## src/rtl/rom_map_pkg.sv

```systemverilog
// Package: shared types for the ROM image mapper.
// Assumes four mapping slots and eight 1 MB images (3-bit image number).
package rom_map_pkg;
    localparam int IMG_W     = 3;
    localparam int NUM_SLOTS = 4;
    localparam int SLOT_W    = $clog2(NUM_SLOTS);

    // One mapping slot: projection flag plus image number.
    typedef struct packed {
        logic             proj;
        logic [IMG_W-1:0] img;
    } slot_t;

    // Which window a lookup address hits.
    typedef enum logic [1:0] {
        WIN_NONE   = 2'd0,
        WIN_LINEAR = 2'd1,
        WIN_HALF   = 2'd2
    } win_e;
endpackage

```

## src/rtl/rom_map_regs.sv

```systemverilog
// Module: slot register file.
// Holds the four mapping slots. It accepts only main-side writes whose
// address falls within CFG_BASE .. CFG_BASE+NUM_SLOTS-1.
// Assumes the strobe is a single-cycle pulse sampled on the rising edge.
module rom_map_regs
    import rom_map_pkg::*;
#(
    parameter int              CFG_AW   = 16,
    parameter logic [CFG_AW-1:0] CFG_BASE = 16'h2220
) (
    input  logic                         clk,
    input  logic                         rst_n,
    input  logic                         cfg_we,
    input  logic                         cfg_from_cop,
    input  logic [CFG_AW-1:0]            cfg_addr,
    input  logic [7:0]                   cfg_wdata,
    output slot_t [NUM_SLOTS-1:0]        slots_q
);
    logic [CFG_AW-1:0] cfg_off;
    logic              cfg_hit;
    logic              cfg_ok;
    logic [SLOT_W-1:0] cfg_idx;
    slot_t             wr_val;
    logic              unused_wdata;

    // Offset from the register base; unsigned wrap rejects addresses below it.
    always_comb begin
        cfg_off = cfg_addr - CFG_BASE;
        cfg_hit = (cfg_off < CFG_AW'(NUM_SLOTS));
        cfg_idx = cfg_off[SLOT_W-1:0];
        cfg_ok  = cfg_we && !cfg_from_cop && cfg_hit;
    end

    // Keep only the flag bit and the image field of the write data.
    always_comb begin
        wr_val.proj  = cfg_wdata[7];
        wr_val.img   = cfg_wdata[IMG_W-1:0];
        unused_wdata = ^cfg_wdata[6:IMG_W];
    end

    for (genvar g = 0; g < NUM_SLOTS; g++) begin : g_slot
        // Slot g: load its default on reset, or take an accepted write.
        always_ff @(posedge clk) begin
            if (!rst_n) begin
                slots_q[g].proj <= 1'b0;
                slots_q[g].img  <= IMG_W'(g);
            end else if (cfg_ok && (cfg_idx == SLOT_W'(g))) begin
                slots_q[g] <= wr_val;
            end
        end
    end
endmodule

```

## src/rtl/rom_map_decode.sv

```systemverilog
// Module: window classifier.
// Works out from the bank byte and bit 15 which window a bus address
// falls in, and which slot governs it.
// Assumes a 24-bit bus whose bank number is the top byte.
module rom_map_decode
    import rom_map_pkg::*;
#(
    parameter int CPU_AW = 24
) (
    input  logic [CPU_AW-1:0] lk_addr,
    output win_e              win,
    output logic [SLOT_W-1:0] slot_idx
);
    localparam int BANK_LO = CPU_AW - 8;

    logic [7:0] bank;
    logic       hi_half;

    // Split the address into its bank byte and its upper-half flag.
    always_comb begin
        bank    = lk_addr[CPU_AW-1:BANK_LO];
        hi_half = lk_addr[15];
    end

    // Classify the window and pick the governing slot.
    always_comb begin
        win      = WIN_NONE;
        slot_idx = '0;
        if (bank[7:6] == 2'b11) begin
            win      = WIN_LINEAR;
            slot_idx = bank[5:4];
        end else if (!bank[6]) begin
            slot_idx = {bank[7], bank[5]};
            if (hi_half) begin
                win = WIN_HALF;
            end
        end
    end
endmodule

```

## src/rtl/rom_map_form.sv

```systemverilog
// Module: ROM address former.
// Builds the ROM address from the window class, the governing slot and the
// low address bits. Outside every window it drives zero and deselects.
// Assumes the slot index comes from rom_map_decode for the same address.
module rom_map_form
    import rom_map_pkg::*;
#(
    parameter int ROM_AW = IMG_W + 20
) (
    input  win_e                  win,
    input  logic [SLOT_W-1:0]     slot_idx,
    input  slot_t [NUM_SLOTS-1:0] slots,
    input  logic [20:0]           low_addr,
    output logic                  rom_sel,
    output logic [ROM_AW-1:0]     rom_addr
);
    slot_t            cur;
    logic [IMG_W-1:0] half_img;

    // Fetch the governing slot and choose the image the half-bank window shows.
    always_comb begin
        cur      = slots[slot_idx];
        half_img = cur.proj ? cur.img : IMG_W'(slot_idx);
    end

    // Put the ROM address together for the window that was hit.
    always_comb begin
        rom_sel  = 1'b0;
        rom_addr = '0;
        case (win)
            WIN_LINEAR: begin
                rom_sel  = 1'b1;
                rom_addr = {cur.img, low_addr[19:16], low_addr[15:0]};
            end
            WIN_HALF: begin
                rom_sel  = 1'b1;
                rom_addr = {half_img, low_addr[20:16], low_addr[14:0]};
            end
            default: begin
                rom_sel  = 1'b0;
                rom_addr = '0;
            end
        endcase
    end
endmodule

```

## src/rtl/rom_image_mapper.sv

```systemverilog
// Module: top of the cartridge ROM image mapper.
// Joins the slot register file, the window classifier and the address
// former. Lookup is combinational from the current slot contents.
// Assumes a single clock domain for the configuration port.
module rom_image_mapper
    import rom_map_pkg::*;
#(
    parameter int                CFG_AW   = 16,
    parameter logic [CFG_AW-1:0] CFG_BASE = 16'h2220,
    parameter int                CPU_AW   = 24
) (
    input  logic                    clk,
    input  logic                    rst_n,
    input  logic                    cfg_we,
    input  logic                    cfg_from_cop,
    input  logic [CFG_AW-1:0]       cfg_addr,
    input  logic [7:0]              cfg_wdata,
    input  logic [CPU_AW-1:0]       lk_addr,
    output logic                    rom_sel,
    output logic [IMG_W+19:0]       rom_addr
);
    localparam int ROM_AW = IMG_W + 20;

    slot_t [NUM_SLOTS-1:0] slots_q;
    win_e                  win;
    logic [SLOT_W-1:0]     slot_idx;

    rom_map_regs #(.CFG_AW(CFG_AW), .CFG_BASE(CFG_BASE)) u_regs (
        .clk          (clk),
        .rst_n        (rst_n),
        .cfg_we       (cfg_we),
        .cfg_from_cop (cfg_from_cop),
        .cfg_addr     (cfg_addr),
        .cfg_wdata    (cfg_wdata),
        .slots_q      (slots_q)
    );

    rom_map_decode #(.CPU_AW(CPU_AW)) u_decode (
        .lk_addr  (lk_addr),
        .win      (win),
        .slot_idx (slot_idx)
    );

    rom_map_form #(.ROM_AW(ROM_AW)) u_form (
        .win      (win),
        .slot_idx (slot_idx),
        .slots    (slots_q),
        .low_addr (lk_addr[20:0]),
        .rom_sel  (rom_sel),
        .rom_addr (rom_addr)
    );
endmodule

```

## config.mk

```make
export PLATFORM = sky130hd
export DESIGN_NAME = rom_image_mapper
export DESIGN_NICKNAME = d
export VERILOG_FILES = /design/src/rtl/rom_map_pkg.sv /design/src/rtl/rom_map_regs.sv /design/src/rtl/rom_map_decode.sv /design/src/rtl/rom_map_form.sv /design/src/rtl/rom_image_mapper.sv
export SDC_FILE = /design/constraint.sdc
export NUM_CORES = 1
export LEC_CHECK = 0
export BUFFER_PORTS_ARGS = -buffer_cell sky130_fd_sc_hd__buf_2
export CAP_MARGIN = 0
export CORE_MARGIN = 8
export CORE_UTILIZATION = 46
export CTS_BUF_LIST = sky130_fd_sc_hd__clkbuf_8
export CTS_CLUSTER_DIAMETER = 80
export CTS_CLUSTER_SIZE = 30
export DETAILED_ROUTE_END_ITERATION = 7
export PLACE_DENSITY = 0.84
export SLEW_MARGIN = 20
export SYNTH_ARGS = -nofsm -noshare
export SYNTH_HDL_FRONTEND = slang
export SYNTH_SLANG_ARGS = --single-unit
```

## constraint.sdc

```tcl
create_clock -name clk -period 6.4 [get_ports clk]
set_input_delay 0.96 -clock clk [delete_from_list [all_inputs] [get_ports clk]]
set_output_delay 0.96 -clock clk [all_outputs]
set_load 0.02 [all_outputs]
```

==> results of run 1 <==
## synth_stat cells (2+ instances only)
library cell / count / area (um^2)
nand3_1: 4 / 20.0
or3b_1: 2 / 17.5
o21ai_0: 8 / 40.0
o211ai_1: 2 / 15.0
a21oi_1: 3 / 15.0
mux2i_1: 18 / 180
o211a_1: 2 / 20.0
nor2b_1: 23 / 144
mux4_2: 3 / 67.6
nor2_1: 2 / 7.51
o2111ai_2: 3 / 45.0
nor4b_1: 2 / 17.5
nand2_1: 25 / 93.8
inv_1: 10 / 37.5
a221oi_1: 2 / 17.5
clkbuf_1: 7 / 26.3
dfxtp_1: 16 / 320
## path summary, 6_finish.rpt
kind                       from                 end  slack, ns  cells past startpoint
min           u_regs.slots_q[1]   u_regs.slots_q[1]       0.46                      2
max                 lk_addr[22]        rom_addr[20]       2.59                      7
max reg2reg  u_regs.slots_q[15]  u_regs.slots_q[15]       5.77                      2
min reg2reg   u_regs.slots_q[1]   u_regs.slots_q[1]       0.46                      2
## power groups by stage
stage,clock network [mW],registers (mW),logic [mW]
after floorplan,0,0.102,0.0414
after global placement,0,0.102,0.0706
after detailed placement,0,0.102,0.0714
after CTS,0.0775,0.0996,0.0716
after global routing,0.0805,0.0995,0.0779
final,0.0739,0.0996,0.0714
## per-stage QoR
step                      hold slack [ns]  total power, mW  instance area, um^2  utilization [%]  setup WS [ns]
after detailed placement            0.454            0.173                 1660             61.3           2.59
after CTS                           0.462            0.249                 1700             62.8           2.59
after floorplan                     0.432            0.143                 1290                -           2.94
final                               0.461            0.245                 1710             62.9           2.59
after global routing                0.492            0.258                 1710             62.9           2.42
after global placement              0.442            0.172                 1660             61.3           2.57
## logic make-up after synthesis
kind of cell / Yosys count / synth area share [%]
AOI/OAI and AO/OA: 32 / 21.1
xor gates and xnor gates: 1 / 0.678
muxes: 22 / 20.0
adders and majority gates: 1 / 0.968
buffers and inverters: 17 / 4.94
and+or+nand+nor: 66 / 27.5
DFF: 16 / 24.8
## metal layers
layer	GRT usage [%]	routed length [um]	vias up	share of wire, %
met5	0	0	-	0
met4	4.78	43	0	1.2
met3	2.86	146	3	4.2
met2	24.0	1740	27	51
met1	15.6	1510	604	44
li1	-	-	704	-
## cell type report
type	instances	area share [%]
clock buffers	3	2.42
inverters	10	2.20
multi-input cells	122	53.5
flip-flops and latches	16	18.8
well taps	31	2.27
repair buffers	71	20.8
## worst reg2reg max path, stage by stage, from the launching register on
cell     delay, ns
dfxtp_1       0.37
nand2_1       0.07
mux2i_1       0.12
## cell usage in the layout (no fill, tap or decap), types with 3 or more instances in the layout
| cell | instances |
|---|---|
| o21ai_0 | 8 |
| nor2b_1 | 23 |
| mux4_2 | 3 |
| inv_1 | 10 |
| dfxtp_1 | 16 |
| o2111ai_2 | 3 |
| nand3_1 | 4 |
| mux2i_1 | 18 |
| nand2_1 | 25 |
| buf_2 | 71 |
| clkbuf_8 | 3 |
==> metrics.yaml, run 1 <==
sta:
  hold_violations: 0
  fin_skew_ns: 0
  finalSetupTns_ns: 0
  fmax_ghz: 0.263
  period_minus_slack_ns: 3.81
  grt_setup_unrepaired: "no"
  relSlewSlack_pct: 59.3
  setup_violations: 0
  worst_pin_slew_ns: 0.611
  maxSlewViolCount: 0
  period_share_pct: 59.5
pwr:
  p_leak_nw: 0.858
  sequentialPowerShare_pct: 40.7
  power_density_nw_per_um2: 144
  pwr-share-clk_pct: 30.2
  internal-power_uw: 170
  netSwitchingPower_uw: 74.4
  combinationalPowerShare_pct: 29.2
  swShare_pct: 30.4
  ir_worst_vdd_mv: 0.127
route:
  drc: 0
  ant_nets: 0
  wl_per_cell_um: 13.6
  routed_via_density: 5.29
  vias: 1338
  dr.pass1.iters: 5
  drt_iter0_drc: 68
  drt-total-wl_um: 3450
clock_network:
  cts_repair_resize_count: 0
  cts.sinks: 16
  cts_tree: "done"
  cts_setup_buffers: 0
  cts_max_level: 1
  clk_pin_slew_worst_paths_ns: 0.06
  cts_buffers: 3
  cts_root_buf: "clkbuf_8"
  ctsHoldBuffers: 0
  cts_buffer_depth: 2
  clk_latency_ns: 0.25
setup_path:
  endpoint_kind: "output port"
  crit_slowest_cell: "o21ai_0"
  path_max_fanout: 13
  crit_chain: "buf_2, inv_1, o21ai_0, mux2_2, a221oi_1, o22ai_1, buf_2"
  crit_type: "primary input to output port"
  start_kind: "primary input"
  cp.required_ns: 5.44
  crit_buf_inv: 3
  crit_family: "compound AO/OA/AOI/OAI gates"
  critPathArrivalTime_ns: 2.85
  cpMostUsedCell: "buf_2"
  max_stage_delay_ns: 0.52
floorplan:
  io_pins: 76
  core_area_um2: 2710
  start_util_pct: 47.7
  rows: 19
  die_w_um: 69.0
  die_area_um2: 4760
  die_h_um: 69.0
placement:
  io_buffers: 71
  gp_congestion: 0.811
  dpl.hpwl_um: 2880
  dp.cells: 250
grt:
  grt_pass1_vias: 1258
  antenna_found_initial: 0
  grtUsageTotal_pct: 13.6
  grt_start_max_net_pins: 23
  grt_pass1_wl_um: 5710
  gr-total-overflow: 0
final_layout:
  largest_reg_flops: 16
  regArea_um2: 320
  n_antenna_cell: 0
  nets: 277
  reg.largest.list: "u_regs.slots_q x16"
  syn_to_final_growth_pct: 31.9
  drive_above_1_share_pct: 37.8
  top_register: "u_regs.slots_q"
  multi_input_area_um2: 912
  fill_cells: 250
  instances_no_fill: 253
synth:
  synth_ff_type: "dfxtp_1"
  syn_area_um2: 1290
  syn_avg_cell_area_um2: 8.34
  synth_fp_nets: 208
  ys_seq_area_share_pct: 24.8
  synth_edf_count: 0
  synth_seq_cells: 16
  ys_async_sr_fraction_pct: 0
  synth.distinct_cells: 40
  ys_warn_count: 0
  synthCells: 155
flow_run:
  maxCapViolations: 0
worst_hold_path:
  min_path_type: "flip-flop to flip-flop"
run_status:
  status: "complete, no violations"
No activity file was read; power rests on OpenSTA's default activity.
==> inputs of run 2 (changes only) <==
--- a/config.mk
+++ b/config.mk
@@ -8,12 +8,12 @@
 export BUFFER_PORTS_ARGS = -buffer_cell sky130_fd_sc_hd__buf_2
 export CAP_MARGIN = 0
 export CORE_MARGIN = 8
-export CORE_UTILIZATION = 46
+export CORE_UTILIZATION = 45
 export CTS_BUF_LIST = sky130_fd_sc_hd__clkbuf_8
 export CTS_CLUSTER_DIAMETER = 80
 export CTS_CLUSTER_SIZE = 30
 export DETAILED_ROUTE_END_ITERATION = 7
-export PLACE_DENSITY = 0.84
+export PLACE_DENSITY = 0.82
 export SLEW_MARGIN = 20
 export SYNTH_ARGS = -nofsm -noshare
 export SYNTH_HDL_FRONTEND = slang
==> constraint.sdc (replaced) <==
create_clock -name clk -period 3.9 [get_ports clk]
set_input_delay 0.585 -clock clk [delete_from_list [all_inputs] [get_ports clk]]
set_output_delay 0.585 -clock clk [all_outputs]
set_load 0.02 [all_outputs]
==> metrics.yaml, run 2 (synthesized netlist as in run 1, its figures left out) <==
run_status:
  status: "complete, no violations"
floorplan:
  io_pins: 76
  die_h_um: 69.6
  die_area_um2: 4840
  start_util_pct: 47.3
  rows: 19
  die_w_um: 69.6
  core_area_um2: 2730
setup_path:
  cpMostUsedCell: "buf_2"
  critPathArrivalTime_ns: 2.54
  endpoint_kind: "output port"
  crit_buf_inv: 3
  cp.depth: 7
  start_kind: "primary input"
  rr_worst_depth: 2
  crit_slowest_cell: "o21ai_0"
  path_max_fanout: 13
  crit_family: "compound AO/OA/AOI/OAI gates"
  crit_type: "primary input to output port"
  cp.required_ns: 3.31
  max_stage_delay_ns: 0.60
  crit_chain: "buf_2, inv_1, o21ai_0, mux2_2, a221oi_1, o22ai_1, buf_2"
sta:
  relSlewSlack_pct: 32.3
  maxSlewViolCount: 0
  hold_violations: 0
  worst_pin_slew_ns: 1.02
  grt_setup_unrepaired: "no"
  fmax_ghz: 0.320
  period_minus_slack_ns: 3.12
  finalSetupTns_ns: 0
  period_share_pct: 80.0
  setup_violations: 0
  fin_skew_ns: 0
route:
  wl_per_cell_um: 14.5
  routed_via_density: 5.42
  dr.pass1.iters: 4
  ant_nets: 0
  drt_iter0_drc: 58
  vias: 1376
  drc: 0
  drt-total-wl_um: 3680
clock_network:
  cts_buffer_depth: 2
  ctsHoldBuffers: 0
  cts_setup_buffers: 0
  cts_root_buf: "clkbuf_8"
  cts_repair_resize_count: 0
  cts_buffers: 3
  clk_pin_slew_worst_paths_ns: 0.07
  cts_max_level: 1
  cts.sinks: 16
  clk_latency_ns: 0.25
  cts_tree: "done"
final_layout:
  final_util_pct: 62.7
  drive_above_1_share_pct: 37.7
  largest_reg_flops: 16
  reg.largest.list: "u_regs.slots_q x16"
  fill_cells: 266
  final_common_cell: "buf_2"
  top_register: "u_regs.slots_q"
  multi_input_area_um2: 908
  nets: 277
  syn_to_final_growth_pct: 32.7
  regArea_um2: 320
  n_antenna_cell: 0
  layout_common_cells: "buf_2, nand2_1, nor2b_1, mux2i_1, dfxtp_1"
worst_hold_path:
  hold_depth: 2
  min_path_type: "flip-flop to flip-flop"
pwr:
  ir_worst_vdd_mv: 0.343
  power_density_nw_per_um2: 251
  p_leak_nw: 0.865
  internal-power_uw: 301
  combinationalPowerShare_pct: 27.3
  swShare_pct: 30.0
  pwr-share-clk_pct: 34.7
  total_power_uw: 430
  netSwitchingPower_uw: 129
  sequentialPowerShare_pct: 38.0
placement:
  dpl.hpwl_um: 3080
  io_buffers: 71
  gp_congestion: 0.819
grt:
  grt_start_max_net_pins: 23
  grt_pass1_vias: 1405
  antenna_found_initial: 0
  grtUsageTotal_pct: 15.3
  grt_pass1_wl_um: 6400
  gr-total-overflow: 0
flow_run:
  maxCapViolations: 0
[run 2: cell types whose count changed in the layout (fill, tap and decap cells not counted), sizes merged]
cell	change
clkbuf	+1
[run 2: per-layer routing]
metal	vias up	GRT usage (%)	part of all wire (%)
met2	55	26.1	48
met5	-	0	0
met3	2	5.29	9.0
li1	699	-	-
met1	620	17.5	42
met4	0	4.56	0.84
[run 2: power by group through the flow]
| stage | Combinational [mW] | Sequential (mW) | Clock (mW) |
|---|---|---|---|
| 6_report | 0.117 | 0.163 | 0.149 |
| 5_1_grt | 0.130 | 0.163 | 0.160 |
| 4_1_cts | 0.118 | 0.163 | 0.152 |
| 3_5_place_dp | 0.118 | 0.167 | 0 |
| 3_3_place_gp | 0.116 | 0.167 | 0 |
| 2_1_floorplan | 0.0680 | 0.167 | 0 |
[run 2: tightest hold or removal path: stages, from the launching register on]
cell	delay, ns
dfxtp_1	0.31
nand2_1	0.05
mux2i_1	0.05
[run 2: worst paths after layout]
kind	startpoint	end	slack, ns
worst max-delay path	lk_addr[22]	rom_addr[20]	0.78
worst min-delay path	u_regs.slots_q[10]	u_regs.slots_q[10]	0.46
worst max register to register	u_regs.slots_q[11]	u_regs.slots_q[11]	3.23
worst min register to register	u_regs.slots_q[10]	u_regs.slots_q[10]	0.46
[run 2: through the flow]
stage / instances / setup slack (ns) / hold slack, ns / cell area, um^2
3_5_place_dp: 250 / 0.789 / 0.453 / 1660
2_1_floorplan: 155 / 1.19 / 0.432 / 1290
3_3_place_gp: 250 / 0.852 / 0.443 / 1660
6_report: 254 / 0.779 / 0.461 / 1720
5_1_grt: 254 / 0.626 / 0.487 / 1720
4_1_cts: 254 / 0.793 / 0.462 / 1720
[run 2: area by class of cell]
class | instances | area share (%)
inverters | 10 | 2.19
repair buffers | 71 | 20.7
multi-input cells | 122 | 53.0
clock buffers | 4 | 3.21
flip-flops and latches | 16 | 18.7
well taps | 31 | 2.26
==> inputs of run 3 (changes only) <==
--- a/config.mk
+++ b/config.mk
@@ -5,10 +5,11 @@
 export SDC_FILE = /design/constraint.sdc
 export NUM_CORES = 1
 export LEC_CHECK = 0
+export ABC_AREA = 1
 export BUFFER_PORTS_ARGS = -buffer_cell sky130_fd_sc_hd__buf_2
 export CAP_MARGIN = 0
 export CORE_MARGIN = 8
-export CORE_UTILIZATION = 45
+export CORE_UTILIZATION = 46
 export CTS_BUF_LIST = sky130_fd_sc_hd__clkbuf_8
 export CTS_CLUSTER_DIAMETER = 80
 export CTS_CLUSTER_SIZE = 30
==> constraint.sdc (replaced) <==
create_clock -name clk -period 3.1 [get_ports clk]
set_input_delay 0.465 -clock clk [delete_from_list [all_inputs] [get_ports clk]]
set_output_delay 0.465 -clock clk [all_outputs]
set_load 0.02 [all_outputs]
==> metrics.yaml, run 3 <==
synth:
  synth_top_family_by_area: "simple AND/OR/NAND/NOR gates"
  synth.distinct_cells: 28
  synthCells: 249
  synth_ff_type: "dfxtp_1"
  ys_async_sr_fraction_pct: 0
  yosysTopAreaCell: "dfxtp_1"
  netlist_top_cells_count: "nand2_1, inv_1, nor2_1"
  synth-xor-area-share_pct: 0
  synth.top_cells.by_area: "dfxtp_1, nand2_1, inv_1, nor2_1, nand3_4"
  syn_area_um2: 1390
  synth_compound_area_share_pct: 9.20
  synth.top_cell.area_share_pct: 23.1
  ys_warn_count: 0
  syn_avg_cell_area_um2: 5.57
  yosys.area_share.adder_pct: 0.902
  synth_seq_cells: 16
  synth_fp_nets: 302
  yosysMostFrequentCell: "nand2_1"
  synth_edf_count: 0
  muxShareOfSynthArea_pct: 0
  synth_simple_gate_area_share_pct: 48.5
  ys_seq_area_share_pct: 23.1
flow_run:
  maxCapViolations: 0
sta:
  period_share_pct: 73.3
  fmax_ghz: 0.440
  hold_violations: 0
  finalSetupTns_ns: 0
  worst_pin_slew_ns: 0.914
  maxSlewViolCount: 0
  setup_violations: 0
  fin_skew_ns: 0
  period_minus_slack_ns: 2.27
  relSlewSlack_pct: 38.8
  grt_setup_unrepaired: "no"
  fin_hold_ws_ns: 0.462
pwr:
  netSwitchingPower_uw: 178
  swShare_pct: 32.0
  sequentialPowerShare_pct: 37.0
  ir_worst_vdd_mv: 0.105
  combinationalPowerShare_pct: 29.7
  pwr-share-clk_pct: 33.4
  p_leak_nw: 1.18
  power_density_nw_per_um2: 307
  internal-power_uw: 378
route:
  routed_via_density: 4.56
  ant_nets: 0
  drc: 0
  drt-total-wl_um: 3580
  dr.pass1.iters: 4
  vias: 1610
  wl_per_cell_um: 10.1
  drt_iter0_drc: 28
floorplan:
  core_area_um2: 2950
  start_util_pct: 47.0
  die_w_um: 70.9
  die_area_um2: 5030
  die_h_um: 70.9
  io_pins: 76
  rows: 20
clock_network:
  cts_tree: "done"
  cts_root_buf: "clkbuf_8"
  cts_setup_buffers: 0
  cts_max_level: 1
  ctsHoldBuffers: 0
  cts_repair_resize_count: 0
  cts_buffer_depth: 2
  cts_buffers: 3
  clk_latency_ns: 0.25
  clk_pin_slew_worst_paths_ns: 0.06
  cts.sinks: 16
setup_path:
  cpMostUsedCell: "nand2_1"
  crit_type: "primary input to output port"
  start_kind: "primary input"
  rr_worst_depth: 4
  endpoint_kind: "output port"
  crit_slowest_cell: "nand2_2"
  critPathArrivalTime_ns: 1.81
  path_max_fanout: 13
  reg2reg_from: "u_regs.slots_q[14]"
  max_stage_delay_ns: 0.20
  reg2reg_to: "u_regs.slots_q[14]"
  crit_chain: "buf_2, nand2_2, inv_2, nand2_1, nand2_2, inv_2, nand2_1, a21oi_1, a21o_1, or2_0, nand2_1, buf_2"
  r2r_setup_slack_ns: 2.45
  cp.required_ns: 2.63
final_layout:
  reg.largest.list: "u_regs.slots_q x16"
  layout_common_cells: "buf_2, nand2_1, inv_1, nor2_1, dfxtp_1"
  top_register: "u_regs.slots_q"
  drive_above_1_share_pct: 28.7
  n_antenna_cell: 0
  instances_no_fill: 353
  syn_to_final_growth_pct: 30.6
  largest_reg_flops: 16
  nets: 374
  final_common_cell: "buf_2"
placement:
  gp_congestion: 0.797
  dp.cells: 349
  dpl.hpwl_um: 3010
  io_buffers: 71
worst_hold_path:
  hold_depth: 2
  min_path_type: "flip-flop to flip-flop"
  hold_start: "u_regs.slots_q[9]"
  whs_endpoint: "u_regs.slots_q[9]"
grt:
  grt_pass1_vias: 1404
  gr-total-overflow: 0
  grtUsageTotal_pct: 13.6
  antenna_found_initial: 0
  grt_pass1_wl_um: 5890
  grt_start_max_net_pins: 18
run_status:
  status: "complete, no violations"
[run 3: through the flow]
stage | area, um^2 | worst slack, ns | utilization (%) | power [mW]
global placement | 1760 | 0.818 | 59.5 | 0.373
finish | 1810 | 0.826 | 61.4 | 0.556
detailed placement | 1760 | 0.815 | 59.5 | 0.376
global route | 1810 | 0.645 | 61.4 | 0.586
CTS | 1810 | 0.815 | 61.4 | 0.559
floorplan | 1390 | 0.905 | - | 0.313
[run 3: logic make-up after synthesis]
logic type               count (synthesis)
AND/OR/NAND/NOR                        145
buffers and inverters                   64
adder cells (fa/ha/maj)                  1
flip-flops                              16
AO/OA/AOI/OAI                           23
[run 3: layout make-up]
class / instances / area [um^2]
Multi-Input combinational cell: 169 / 813
Sequential cell: 16 / 320
Fill cell: 294 / 1140
Timing Repair Buffer: 71 / 355
Tap cell: 33 / 41.3
Inverter: 60 / 226
Clock buffer: 4 / 55.1
[run 3: worst max-delay path by stage]
stage,endpoint,cells past startpoint,startpoint
final,rom_addr[21],12,lk_addr[22]
after global routing,rom_addr[20],12,lk_addr[22]
after detailed placement,rom_addr[22],6,lk_addr[22]
after global placement,rom_addr[22],6,lk_addr[22]
after floorplan,rom_addr[22],8,lk_addr[22]
after CTS,rom_addr[22],6,lk_addr[22]
[run 3: power groups by stage]
| stage | Sequential, mW | Clock [mW] | Combinational [mW] |
|---|---|---|---|
| after global routing | 0.205 | 0.196 | 0.184 |
| final | 0.206 | 0.186 | 0.165 |
| after global placement | 0.210 | 0 | 0.163 |
| after detailed placement | 0.210 | 0 | 0.166 |
| after CTS | 0.206 | 0.187 | 0.166 |
| after floorplan | 0.210 | 0 | 0.103 |
[run 3: metal layers]
layer | wire [um] | GRT usage [%] | share of wire [%] | vias to the layer above
met5 | 0 | 0 | 0 | -
met4 | 36 | 4.85 | 1.0 | 0
met3 | 381 | 5.23 | 11 | 4
met2 | 1620 | 23.9 | 45 | 57
met1 | 1540 | 14.5 | 43 | 663
li1 | - | - | - | 886
[run 3: critical path: cells and delay by family]
kind / cells / cell delay (ns)
buffers and inverters: 4 / 0.44
AOI/OAI and AO/OA: 2 / 0.21
and+or+nand+nor: 6 / 0.70
